**src/rtl/cpu_bpr_pkg.sv**
```systemverilog
package cpu_bpr_pkg;

  localparam int BP_W      = 3;
  localparam int PMR_W     = 8;
  localparam int APR_WORDS = 4;
  localparam int APR_SEL_W = $clog2(APR_WORDS);

  localparam logic [7:0] OFS_PMR  = 8'h04;
  localparam logic [7:0] OFS_BPR  = 8'h08;
  localparam logic [7:0] OFS_ALT  = 8'h1c;
  localparam logic [7:0] OFS_APR0 = 8'hd0;

  typedef enum logic [2:0] {
    TGT_NONE,
    TGT_PMR,
    TGT_BP_PRI,
    TGT_BP_ALT,
    TGT_APR
  } tgt_e;

  function automatic logic [BP_W-1:0] bp_floor(input logic [BP_W-1:0] val,
                                               input logic [BP_W-1:0] floor_v);
    return (val < floor_v) ? floor_v : val;
  endfunction

endpackage

```
**src/rtl/cpu_bpr_decode.sv**
```systemverilog
module cpu_bpr_decode #(
  parameter int ADDR_W     = 8,
  parameter bit SEC_EXT    = 1'b1,
  parameter bit HAS_GROUPS = 1'b1
) (
  input  logic [ADDR_W-1:0]                  addr,
  input  logic                               secure,
  output cpu_bpr_pkg::tgt_e                  tgt,
  output logic [cpu_bpr_pkg::APR_SEL_W-1:0]  apr_sel
);

  localparam logic [ADDR_W-1:0] A_PMR  = ADDR_W'(cpu_bpr_pkg::OFS_PMR);
  localparam logic [ADDR_W-1:0] A_BPR  = ADDR_W'(cpu_bpr_pkg::OFS_BPR);
  localparam logic [ADDR_W-1:0] A_ALT  = ADDR_W'(cpu_bpr_pkg::OFS_ALT);
  localparam logic [ADDR_W-1:0] A_APR0 = ADDR_W'(cpu_bpr_pkg::OFS_APR0);
  localparam logic [ADDR_W-1:0] A_APRL = ADDR_W'(cpu_bpr_pkg::OFS_APR0
                                         + 8'(4 * (cpu_bpr_pkg::APR_WORDS - 1)));

  logic ns_banked;
  logic alt_raz;
  logic in_apr;

  always_comb begin
    ns_banked = SEC_EXT && !secure;
    alt_raz   = !HAS_GROUPS || ns_banked;
    in_apr    = (addr >= A_APR0) && (addr <= A_APRL) && (addr[1:0] == 2'b00);
    apr_sel   = addr[2 +: cpu_bpr_pkg::APR_SEL_W];
    tgt       = cpu_bpr_pkg::TGT_NONE;
    if (addr == A_PMR) begin
      tgt = cpu_bpr_pkg::TGT_PMR;
    end else if (addr == A_BPR) begin
      tgt = ns_banked ? cpu_bpr_pkg::TGT_BP_ALT : cpu_bpr_pkg::TGT_BP_PRI;
    end else if (addr == A_ALT) begin
      tgt = alt_raz ? cpu_bpr_pkg::TGT_NONE : cpu_bpr_pkg::TGT_BP_ALT;
    end else if (in_apr) begin
      tgt = cpu_bpr_pkg::TGT_APR;
    end
  end

endmodule

```
**src/rtl/cpu_bpr_slice.sv**
```systemverilog
module cpu_bpr_slice #(
  parameter int DATA_W   = 32,
  parameter int BPR_MIN  = 0,
  parameter int ABPR_MIN = 1
) (
  input  logic                                                clk,
  input  logic                                                rst_n,
  input  logic                                                wr_hit,
  input  cpu_bpr_pkg::tgt_e                                   tgt,
  input  logic [cpu_bpr_pkg::APR_SEL_W-1:0]                   apr_sel,
  input  logic [DATA_W-1:0]                                   wdata,
  output logic [cpu_bpr_pkg::BP_W-1:0]                        bp_pri_q,
  output logic [cpu_bpr_pkg::BP_W-1:0]                        bp_alt_q,
  output logic [cpu_bpr_pkg::PMR_W-1:0]                       pmr_q,
  output logic [cpu_bpr_pkg::APR_WORDS-1:0][DATA_W-1:0]       apr_q
);

  localparam int BW = cpu_bpr_pkg::BP_W;
  localparam logic [BW-1:0] PRI_FLOOR = BW'(BPR_MIN);
  localparam logic [BW-1:0] ALT_FLOOR = BW'(ABPR_MIN);

  logic                bp_pri_en, bp_alt_en, pmr_en;
  logic [BW-1:0]       bp_pri_d, bp_alt_d;
  logic [cpu_bpr_pkg::PMR_W-1:0] pmr_d;
  logic [cpu_bpr_pkg::APR_WORDS-1:0] apr_en;

  always_comb begin
    bp_pri_en = wr_hit && (tgt == cpu_bpr_pkg::TGT_BP_PRI);
    bp_alt_en = wr_hit && (tgt == cpu_bpr_pkg::TGT_BP_ALT);
    pmr_en    = wr_hit && (tgt == cpu_bpr_pkg::TGT_PMR);
    bp_pri_d  = cpu_bpr_pkg::bp_floor(wdata[BW-1:0], PRI_FLOOR);
    bp_alt_d  = cpu_bpr_pkg::bp_floor(wdata[BW-1:0], ALT_FLOOR);
    pmr_d     = wdata[cpu_bpr_pkg::PMR_W-1:0];
    for (int w = 0; w < cpu_bpr_pkg::APR_WORDS; w++) begin
      apr_en[w] = wr_hit && (tgt == cpu_bpr_pkg::TGT_APR)
                  && (apr_sel == cpu_bpr_pkg::APR_SEL_W'(w));
    end
  end

  always_ff @(posedge clk or negedge rst_n) begin
    if (!rst_n) begin
      bp_pri_q <= PRI_FLOOR;
      bp_alt_q <= ALT_FLOOR;
      pmr_q    <= '0;
    end else begin
      if (bp_pri_en) bp_pri_q <= bp_pri_d;
      if (bp_alt_en) bp_alt_q <= bp_alt_d;
      if (pmr_en)    pmr_q    <= pmr_d;
    end
  end

  for (genvar w = 0; w < cpu_bpr_pkg::APR_WORDS; w++) begin : g_apr
    always_ff @(posedge clk or negedge rst_n) begin
      if (!rst_n) begin
        apr_q[w] <= '0;
      end else if (apr_en[w]) begin
        apr_q[w] <= wdata;
      end
    end
  end

endmodule

```
**src/rtl/cpu_bpr_rdsel.sv**
```systemverilog
module cpu_bpr_rdsel #(
  parameter int DATA_W = 32
) (
  input  cpu_bpr_pkg::tgt_e                              tgt,
  input  logic [cpu_bpr_pkg::APR_SEL_W-1:0]              apr_sel,
  input  logic                                           cpu_ok,
  input  logic [cpu_bpr_pkg::BP_W-1:0]                   bp_pri,
  input  logic [cpu_bpr_pkg::BP_W-1:0]                   bp_alt,
  input  logic [cpu_bpr_pkg::PMR_W-1:0]                  pmr,
  input  logic [cpu_bpr_pkg::APR_WORDS-1:0][DATA_W-1:0]  apr,
  output logic [DATA_W-1:0]                              rd_d
);

  always_comb begin
    rd_d = '0;
    if (cpu_ok) begin
      unique case (tgt)
        cpu_bpr_pkg::TGT_PMR:    rd_d = DATA_W'(pmr);
        cpu_bpr_pkg::TGT_BP_PRI: rd_d = DATA_W'(bp_pri);
        cpu_bpr_pkg::TGT_BP_ALT: rd_d = DATA_W'(bp_alt);
        cpu_bpr_pkg::TGT_APR:    rd_d = apr[apr_sel];
        default:                 rd_d = '0;
      endcase
    end
  end

endmodule

```
**src/rtl/cpu_bpr_bank.sv**
```systemverilog
module cpu_bpr_bank #(
  parameter int NUM_CPU    = 2,
  parameter int CPU_W      = (NUM_CPU > 1) ? $clog2(NUM_CPU) : 1,
  parameter int ADDR_W     = 8,
  parameter int DATA_W     = 32,
  parameter bit SEC_EXT    = 1'b1,
  parameter bit HAS_GROUPS = 1'b1,
  parameter int BPR_MIN    = 0,
  parameter int ABPR_MIN   = 1
) (
  input  logic              clk,
  input  logic              rst_n,
  input  logic              wr_en,
  input  logic [ADDR_W-1:0] addr,
  input  logic [CPU_W-1:0]  cpu_idx,
  input  logic              secure,
  input  logic [DATA_W-1:0] wdata,
  output logic [DATA_W-1:0] rd_data
);

  localparam int BW  = cpu_bpr_pkg::BP_W;
  localparam int PW  = cpu_bpr_pkg::PMR_W;
  localparam int NW  = cpu_bpr_pkg::APR_WORDS;
  localparam int SW  = cpu_bpr_pkg::APR_SEL_W;

  // Reset: asserted asynchronously, released on a clock edge.
  logic [1:0] rst_pipe;
  logic       rst_sync_n;

  always_ff @(posedge clk or negedge rst_n) begin
    if (!rst_n) rst_pipe <= 2'b00;
    else        rst_pipe <= {rst_pipe[0], 1'b1};
  end
  assign rst_sync_n = rst_pipe[1];

  cpu_bpr_pkg::tgt_e tgt;
  logic [SW-1:0]     apr_sel;

  cpu_bpr_decode #(
    .ADDR_W     (ADDR_W),
    .SEC_EXT    (SEC_EXT),
    .HAS_GROUPS (HAS_GROUPS)
  ) u_decode (
    .addr    (addr),
    .secure  (secure),
    .tgt     (tgt),
    .apr_sel (apr_sel)
  );

  logic [NUM_CPU-1:0][BW-1:0]         bpr_all;
  logic [NUM_CPU-1:0][BW-1:0]         abpr_all;
  logic [NUM_CPU-1:0][PW-1:0]         pmr_all;
  logic [NUM_CPU-1:0][NW-1:0][DATA_W-1:0] apr_all;
  logic [NUM_CPU-1:0]                 wr_hit;

  for (genvar c = 0; c < NUM_CPU; c++) begin : g_cpu
    assign wr_hit[c] = wr_en && (cpu_idx == CPU_W'(c));

    cpu_bpr_slice #(
      .DATA_W   (DATA_W),
      .BPR_MIN  (BPR_MIN),
      .ABPR_MIN (ABPR_MIN)
    ) u_slice (
      .clk      (clk),
      .rst_n    (rst_sync_n),
      .wr_hit   (wr_hit[c]),
      .tgt      (tgt),
      .apr_sel  (apr_sel),
      .wdata    (wdata),
      .bp_pri_q (bpr_all[c]),
      .bp_alt_q (abpr_all[c]),
      .pmr_q    (pmr_all[c]),
      .apr_q    (apr_all[c])
    );
  end

  logic                          cpu_ok;
  logic [BW-1:0]                 sel_pri, sel_alt;
  logic [PW-1:0]                 sel_pmr;
  logic [NW-1:0][DATA_W-1:0]     sel_apr;

  always_comb begin
    cpu_ok  = 1'b0;
    sel_pri = '0;
    sel_alt = '0;
    sel_pmr = '0;
    sel_apr = '0;
    for (int c = 0; c < NUM_CPU; c++) begin
      if (cpu_idx == CPU_W'(c)) begin
        cpu_ok  = 1'b1;
        sel_pri = bpr_all[c];
        sel_alt = abpr_all[c];
        sel_pmr = pmr_all[c];
        sel_apr = apr_all[c];
      end
    end
  end

  logic [DATA_W-1:0] rd_d;

  cpu_bpr_rdsel #(
    .DATA_W (DATA_W)
  ) u_rdsel (
    .tgt     (tgt),
    .apr_sel (apr_sel),
    .cpu_ok  (cpu_ok),
    .bp_pri  (sel_pri),
    .bp_alt  (sel_alt),
    .pmr     (sel_pmr),
    .apr     (sel_apr),
    .rd_d    (rd_d)
  );

  always_ff @(posedge clk or negedge rst_sync_n) begin
    if (!rst_sync_n) rd_data <= '0;
    else             rd_data <= rd_d;
  end

endmodule

```
**config.mk**
```make
export PLATFORM = sky130hd
export DESIGN_NAME = cpu_bpr_bank
export DESIGN_NICKNAME = d
export VERILOG_FILES = /design/src/rtl/cpu_bpr_pkg.sv /design/src/rtl/cpu_bpr_decode.sv /design/src/rtl/cpu_bpr_slice.sv /design/src/rtl/cpu_bpr_rdsel.sv /design/src/rtl/cpu_bpr_bank.sv
export SDC_FILE = /design/constraint.sdc
export NUM_CORES = 1
export LEC_CHECK = 0
export CAP_MARGIN = 20
export CORE_MARGIN = 4
export CORE_UTILIZATION = 35
export DETAILED_ROUTE_END_ITERATION = 10
export GPL_TIMING_DRIVEN = 0
export HOLD_SLACK_MARGIN = 0.12
export PLACE_DENSITY_LB_ADDON = 0.12
export SYNTH_ARGS = -nofsm -noshare
export SYNTH_HDL_FRONTEND = slang
export SYNTH_HIERARCHICAL = 1
export SYNTH_SLANG_ARGS = --single-unit
```
**constraint.sdc**
```tcl
create_clock -name clk -period 10.97 [get_ports clk]
set_input_delay 2.194 -clock clk [delete_from_list [all_inputs] [get_ports clk]]
set_output_delay 2.194 -clock clk [all_outputs]
set_load 0.05 [all_outputs]
```
* Word-level counts from Yosys, hierarchy flattened
Cells that the tools add are included.
** Storage, ports and cells
- Bits in registers :: 318
- Bits of input ports :: 45
- Output and inout bits :: 32
- Word-level logic and storage cells :: 69
** Cells by class
- $lt $le $gt $ge :: 5
- Eq/ne operators :: 10
- Muxes and demuxes :: 15
- Bitwise logic cells :: 1
- Reductions and logical operators :: 22
** Operators with widths (number)
- $mux W128 :: 1
- $pmux W32 S4 :: 1
- $bmux W32 S2 :: 1
- $mux W32 :: 1
- $mux W3 :: 8
- $logic_and A1 B1 Y1 :: 20
- $eq A8 B3 Y1 const B :: 1
- $eq A8 B4 Y1 const B :: 1
- $eq A8 B5 Y1 const B :: 1
- $ge A8 B8 Y1 const B :: 1
- $le A8 B8 Y1 const B :: 1
- $mux W8 :: 1
- $eq A3 B2 Y1 const B :: 2
- $lt A3 B1 Y1 const B :: 2
- $eq A2 B2 Y1 const B :: 2
- $logic_not A2 Y1 :: 2
- $eq A3 B1 Y1 const B :: 1
- $eq A3 B3 Y1 const B :: 1
- $lt A2 B3 Y1 const B :: 1
- $eq A2 B1 Y1 const B :: 1
- $mux W2 :: 1
- $mux W1 :: 1
- $not A1 Y1 :: 1

* Longest topological paths before layout
Gate-level depths: netlist (run 1).
- Word-level depth :: 10
- Depth in mapped cells :: 9
- Mapped depth without buffers :: 6

* Hierarchy
The synthesis (run 1) kept the hierarchy.
** Modules (own cells, without submodules)
- cpu_bpr_slice :: instances 2, cells each 310, area each 5519.0 um2, sequential area each 3554.7 um2
- cpu_bpr_bank :: instances 1, cells each 195, area each 2813.9 um2, sequential area each 850.8 um2
- cpu_bpr_rdsel :: instances 1, cells each 87, area each 1122.3 um2, sequential area each 0.0 um2
- cpu_bpr_decode :: instances 1, cells each 13, area each 88.8 um2, sequential area each 0.0 um2

* Worst setup path after synthesis (run 1)
No wires, ideal clock.
- Path type :: input -> register
- Start point :: in addr[5]
- End point :: reg g_cpu[0].u_slice/apr_q[100] (netlist bit)
- Setup time :: 0.125 ns
- Arrival :: 4.026 ns
- Required time :: 10.845 ns
- Slack :: 6.818 ns
- Stages :: 8
- Buffers on the path :: 2
- Path through :: or3_4 > nor3_2 > and3_1 > and4bb_4 > and3_4 > buf_6 > buf_12 > mux2_4
** Between the ends
- Elaborated cells between the ends (all ways) :: 14
- Those cells by class :: order compare (2); eq/ne (4); mux (4); reduce/logical (4)
** RTL lines
- start, declared :: RTL line cpu_bpr_bank.sv:14 : input logic [ADDR_W-1:0] addr,
- $eq A8 B5 Y1 :: RTL line cpu_bpr_decode.sv:33 : end else if (addr == A_ALT) begin
- $mux W3 :: RTL line cpu_bpr_decode.sv:33
- $mux W3 :: RTL line cpu_bpr_decode.sv:31 : end else if (addr == A_BPR) begin
- $mux W3 * :: RTL line cpu_bpr_decode.sv:29 : if (addr == A_PMR) begin
- named net tgt[1] :: RTL line cpu_bpr_bank.sv:36 : cpu_bpr_pkg::tgt_e tgt;
- $eq A3 B3 Y1 * :: RTL line cpu_bpr_slice.sv:35 : apr_en[w] = wr_hit && (tgt == cpu_bpr_pkg::TGT_APR)
- $logic_and A1 B1 Y1 * :: RTL line cpu_bpr_slice.sv:35
- $logic_and A1 B1 Y1 * :: RTL line cpu_bpr_slice.sv:36 : && (apr_sel == cpu_bpr_pkg::APR_SEL_W'(w));
- end signal, assigned by index :: RTL line cpu_bpr_slice.sv:57 : apr_q[w] <= wdata;
- end, declared :: RTL line cpu_bpr_slice.sv:15 : output logic [cpu_bpr_pkg::APR_WORDS-1:0][DATA_W-1:0] apr_q
Mark *: on every way through the listed nets, which the timed path passes. The rest lies on a longest branch.
A chain may end at the register's enable or synchronous reset.

* Worst setup path in the final report (run 1)
- Start point :: in addr[5]
- End point :: reg rd_data[0]
** Between the ends
- Word-level cells in the longest chain between the ends :: 9
- Elaborated cells between the ends (all ways) :: 16
- Those cells by class :: order compare (2); eq/ne (7); mux (5); reduce/logical (2)
** Ends and longest elaborated chain
- $ge A8 B8 Y1 / $le A8 B8 Y1 (equally long branches) :: RTL line cpu_bpr_decode.sv:26 : in_apr = (addr >= A_APR0) && (addr <= A_APRL) && (addr[1:0] == 2'b00);
- $logic_and A1 B1 Y1 (2 in a row) :: RTL line cpu_bpr_decode.sv:26
- $mux W3 :: RTL line cpu_bpr_decode.sv:35 : end else if (in_apr) begin
- $mux W3 :: RTL line cpu_bpr_decode.sv:33
- $mux W3 :: RTL line cpu_bpr_decode.sv:31
- $mux W3 * :: RTL line cpu_bpr_decode.sv:29
- named net tgt[2] :: RTL line cpu_bpr_bank.sv:36
- $eq A3 B3 Y1, or another cell as far along :: RTL line cpu_bpr_rdsel.sv:17 : unique case (tgt)
- $pmux W32 S4 * :: RTL line cpu_bpr_rdsel.sv:17
- named net rd_d[0] :: RTL line cpu_bpr_bank.sv:99 : logic [DATA_W-1:0] rd_d;
- end signal, assigned :: RTL line cpu_bpr_bank.sv:116 : else rd_data <= rd_d;
- end, declared :: RTL line cpu_bpr_bank.sv:18 : output logic [DATA_W-1:0] rd_data
Marks and branches as above.

==> results of run 1 <==
==> cell type report <==
class	instances	area (um^2)
buffer	56	543
clock buffer	57	1170
clock inverter	11	121
fill	3857	24300
multi-input combinational	544	6570
sequential	318	7960
tap	539	674
timing repair buffer	81	908
==> worst paths after layout <==
path                       cells past startpoint                   from                                       end  slack [ps]
min                                            0  rst_pipe[1]$_DFF_PN0_    g_cpu[1].u_slice/apr_q[18]$_DFFE_PN0P_         320
min in group clk                               0  rst_pipe[0]$_DFF_PN0_                     rst_pipe[1]$_DFF_PN0_         350
max reg2reg                                    3  rst_pipe[1]$_DFF_PN0_  g_cpu[1].u_slice/bp_alt_q[0]$_DFFE_PN1P_        9310
max                                            7                addr[5]                      rd_data[0]$_DFF_PN0_        6390
min reg2reg                                    0  rst_pipe[1]$_DFF_PN0_    g_cpu[1].u_slice/apr_q[18]$_DFFE_PN0P_         320
max in group asynchronous                      1                  rst_n                     rst_pipe[1]$_DFF_PN0_        9020
==> report_power, final <==
part,internal (mW),switching (mW)
sequential,1.20,0.0172
combinational,0.0882,0.0829
clock,0.785,0.500
==> through the flow <==
step,area [um^2],utilization,setup slack (ps),TNS [ps],hold WS [ps]
2_1_floorplan,15100,-,1450,0,331
4_1_cts,18000,0.425,6420,0,350
5_1_grt,18000,0.425,6260,0,370
6_report,18000,0.425,6390,0,324
3_5_place_dp,16700,0.395,5860,0,336
3_3_place_gp,16500,0.391,-2950,-913440,337
==> sequential cells by signal (all words and copies together), names as in the netlist <==
register                flops
g_cpu.u_slice/apr_q       256
g_cpu.u_slice/bp_alt_q      6
g_cpu.u_slice/bp_pri_q      6
g_cpu.u_slice/pmr_q        16
rd_data                    32
rst_pipe                    2
==> cells by family (layout without fill, tap and decap cells) <==
kind of cell / Yosys count / in the layout / synth area share
buffers and inverters: 56 / 205 / 0.0360
flip-flops: 318 / 318 / 0.528
multiplexers: 459 / 459 / 0.397
AO/OA/AOI/OAI: 15 / 15 / 0.00706
AND/OR/NAND/NOR: 66 / 66 / 0.0312
other: 1 / 4 / 0.000249
==> worst max-delay path: stages <==
cell             delay (ps)
clkdlybuf4s50_1         390
or3_4                   390
nor2_1                  560
and4bb_2                550
clkbuf_1                550
nand2_1                 200
o21ai_0                 170
==> metal layers <==
layer  vias to the layer above  GRT usage  part of all wire
met5                         -          0                 0
met1                      4232      0.217              0.48
li1                       3620          -                 -
met2                        97      0.249              0.47
met4                         0     0.0438             0.019
met3                        47     0.0259             0.030
==> cell usage in the layout (no fill, tap or decap), types with 7 or more instances in the layout <==
master | netlist | layout
and2_1 | 25 | 25
buf_12 | 7 | 8
buf_2 | 19 | 19
buf_6 | 15 | 15
clkbuf_1 | 3 | 7
clkbuf_16 | 0 | 38
clkbuf_8 | 6 | 21
clkdlybuf4s50_1 | 0 | 75
dfrtp_1 | 316 | 315
mux2_2 | 309 | 309
mux2_4 | 118 | 118
mux4_2 | 30 | 30
nand2_1 | 7 | 7
nor2_1 | 7 | 7
==> reports/metrics.yaml, run 1 <==
dp.cells: 1538
skew_ps: 15.0
p_per_area_mw_per_mm2: 149
slew_headroom: 0.512
drive_above_1_share: 0.560
diodes: 0
finalSetupViolCount: 0
rows: 75
critPathLaunchType: "input pin"
cts_buffer_depth: 3
layout_min_cycle_time_ps: 4580
dieArea_mm2: 0.0464
yosys_warnings: 6
synth_seq_area_share: 0.528
p_leak_nw: 8.77
synth-edff-count: 0
grt_pass1_wl_mm: 55.4
synthArstFlopShare: 1.00
cts_buffers: 38
portBuffers: 75
critPathRequiredTime_ps: 11390
synthCells: 915
status: "finished, final reports clean"
syn_area_per_cell_um2: 16.5
clk_pin_slew_worst_paths_ps: 60
avgRoutedWirePerCell_um: 21.9
initial_core_util: 0.357
final_cells: 1606
grt_use_total: 0.155
final_antenna_net_count: 0
clk_latency_ps: 540
rsz0062_at_grt: "false"
cts.sinks: 318
overflow: 0
cp-end-kind: "flop"
postCtsSetupBuffers: 0
fin_nets: 1084
grt_pass1_vias: 8783
die_h_um: 215
num_vias: 7996
ys_seq_elements: 318
cts_resized: 0
synth_area_mm2: 0.0151
hold_class: "reg2async"
ir_drop_mv: 0.106
ys_types: 33
p_total_mw: 2.68
cts_hold_buf: 0
clockRootBuffer: "clkbuf_16"
drv_slew: 0
avgViaCountPerCell: 4.98
synth_common_cells: "316 x dfrtp_1, 309 x mux2_2, 118 x mux2_4, 30 x mux4_2, 25 x and2_1"
grt_max_degree: 62
arrival_ps: 5000
crit_type: "in2reg"
routed_wl_mm: 35.2
h-tree-depth: 2
synthFlopType: "dfrtp_1"
cap_violations: 0
crit_path_max_fanout: 11
io_pins: 77
syn_to_final_growth_pct: 19.2
finalHoldViolCount: 0
worst_pin_slew_ps: 732
gp_congestion: 0.685
synth_top_cell_by_area: "dfrtp_1"
drc: 0
dieWidth_um: 215
max_freq_mhz: 218
hpwl_mm: 22.0
post-synth-top-count-cell: "dfrtp_1"
fin_crit_sh: 0.418
antenna_found_initial: 0
synth.top_cell.area_share: 0.525
synth_area_leaders: "dfrtp_1 52%, mux2_2 23%, mux2_4 12%, mux4_2 4.5%, buf_6 1.1%"
drt_pass1_iterations: 4
cts_tree: "built"
drtIter0Drc: 293
core_mm2: 0.0422
Power figures use the tool's default switching activity.
==> inputs of run 2 (changes only) <==
Clock period 10.97 ns to 4.6 ns, I/O delays scaled along.
==> run 2 against run 1 <==
  * Count of clock-buffer cells in the layout grew 3
  * Cell area shrank 0.47%
  * Die area is the same
  * Routed wire length grew 0.28%
  * Global-route usage shrank 0.19 points
  * Clock power grew 130%
  * First-iteration DRC count grew 16%
  * Hold slack gained 13 ps
  * Non-clock buffer count shrank 1
  * Register-to-register slack lost 6800 ps
  * Sequential power grew 140%
  * Largest power group unchanged
==> reports/metrics.yaml, run 2 (same netlist as run 1, synthesis figures left out) <==
hold_class: "reg2async"
drive_above_1_share: 0.553
setup_tns_ps: 0
status: "finished, final reports clean"
final_antenna_net_count: 0
finalHoldViolCount: 0
postCtsSetupBuffers: 0
slew_headroom: 0.558
layout_min_cycle_time_ps: 3270
cts_buffer_depth: 3
die_h_um: 215
fillCellCount: 3938
skew_ps: 23.7
max_freq_mhz: 306
final_cells: 1602
critPathLaunch: "addr[5]"
rows: 75
diodes: 0
dieWidth_um: 215
crit_type: "in2reg"
hpwl_mm: 22.0
io_pins: 77
cp-end-kind: "flop"
clk_pin_slew_worst_paths_ps: 60
finalSetupViolCount: 0
stdcell_area_mm2: 0.0179
dieArea_mm2: 0.0464
rsz0062_at_grt: "false"
cts_resized: 0
portBuffers: 75
ir_drop_mv: 0.170
cts_buffers: 38
multi_input_area_mm2: 0.00657
grt_pass1_vias: 8696
drt_pass1_iterations: 4
grt_use_total: 0.153
drv_slew: 0
worst_pin_slew_ps: 661
p_per_area_mw_per_mm2: 352
critPathRequiredTime_ps: 5000
drc: 0
grt_pass1_wl_mm: 54.8
antenna_found_initial: 0
num_vias: 8020
final_common_cell: "dfrtp_1"
final_cell_mix: "315 x dfrtp_1, 309 x mux2_2, 118 x mux2_4, 75 x clkdlybuf4s50_1, 39 x clkbuf_16"
largest_reg_flops: 256
cts_hold_buf: 0
cts_tree: "built"
p_total_mw: 6.29
crit_path_max_fanout: 14
placed_cell_area_mm2: 0.0166
clockRootBuffer: "clkbuf_16"
routed_wl_mm: 35.3
post-place-ws_ps: 789
avgViaCountPerCell: 5.01
regMostFlops: "g_cpu.u_slice/apr_q"
fin_ws_ps: 1330
critPathLaunchType: "input pin"
core_mm2: 0.0422
syn_to_final_growth_pct: 18.6
drtIter0Drc: 339
overflow: 0
cap_violations: 0
clk_latency_ps: 540
fin_crit_sh: 0.710
utilization: 0.423
dp.cells: 1537
r2r_start: "rst_pipe[1]$_DFF_PN0_"
whs_ps: 336
cts.sinks: 318
avgRoutedWirePerCell_um: 22.1
grt_max_degree: 65
gp_congestion: 0.721
h-tree-depth: 2
p_leak_nw: 8.73
arrival_ps: 3670
fin_nets: 1083
seq_area_mm2: 0.00796
reg.largest.list: "g_cpu.u_slice/apr_q: 256 flops, rd_data: 32 flops, g_cpu.u_slice/pmr_q: 16 flops"
initial_core_util: 0.357
[run 2: changes by cell type in the layout (fill, tap and decap cells not counted), moves of 2 or more]
cell        before  now
clkinvlp_4       2    0
clkbuf_8        21   18
clkbuf_1         7   12
clkinv_2         6    3
[run 2: final timing paths]
kind,endpoint,slack [ps],depth (start not counted)
hold / removal,g_cpu[1].u_slice/apr_q[81]$_DFFE_PN0P_,340,0
setup reg to reg,g_cpu[0].u_slice/bp_alt_q[0]$_DFFE_PN1P_,2510,4
min in group clk,rst_pipe[1]$_DFF_PN0_,340,0
hold reg to reg,g_cpu[1].u_slice/apr_q[81]$_DFFE_PN0P_,340,0
setup / recovery,g_cpu[0].u_slice/apr_q[4]$_DFFE_PN0P_,1330,8
max in group asynchronous,g_cpu[0].u_slice/bp_alt_q[0]$_DFFE_PN1P_,2510,4
[run 2: power breakdown]
part           switching [mW]  internal, mW
sequential             0.0415          2.87
clock                    1.17          1.80
combinational           0.199         0.209
[run 2: cell type report]
cell class                 instances  area share
multi-input combinational        544       0.368
sequential                       318       0.446
buffer                            56      0.0304
timing repair buffer              80      0.0497
clock inverter                     5     0.00301
tap                              539      0.0377
clock buffer                      60      0.0657
[run 2: metal layers]
layer  GRT usage  vias to the layer above  part of all wire
met1       0.218                     4251              0.48
li1            -                     3613                 -
met3      0.0248                       45             0.031
met4      0.0365                        0             0.018
met2       0.246                      111              0.47
met5           0                        -                 0
[run 2: critical path: stages]
cell             delay (ps)
clkdlybuf4s50_1         400
or3_4                   390
nor3_2                  170
and3_1                  490
and4bb_4                300
nand2_1                 200
buf_2                   410
mux2_2                  380
==> inputs of run 3 (changes only) <==
Clock period 4.6 ns to 3.3 ns, I/O delays scaled along.
==> results of run 3 <==
The final DEF is identical to that of run 2. Status: finished, final reports clean.
Among the figures that moved: setup slack after placement 789 ps -> -251 ps; setup slack after layout 1330 ps -> 295 ps; hold slack 336 ps -> 279 ps; register-to-register setup slack 2510 ps -> 1210 ps; total power 6.29 mW -> 8.76 mW; worst IR drop on VDD 0.170 mV -> 0.238 mV
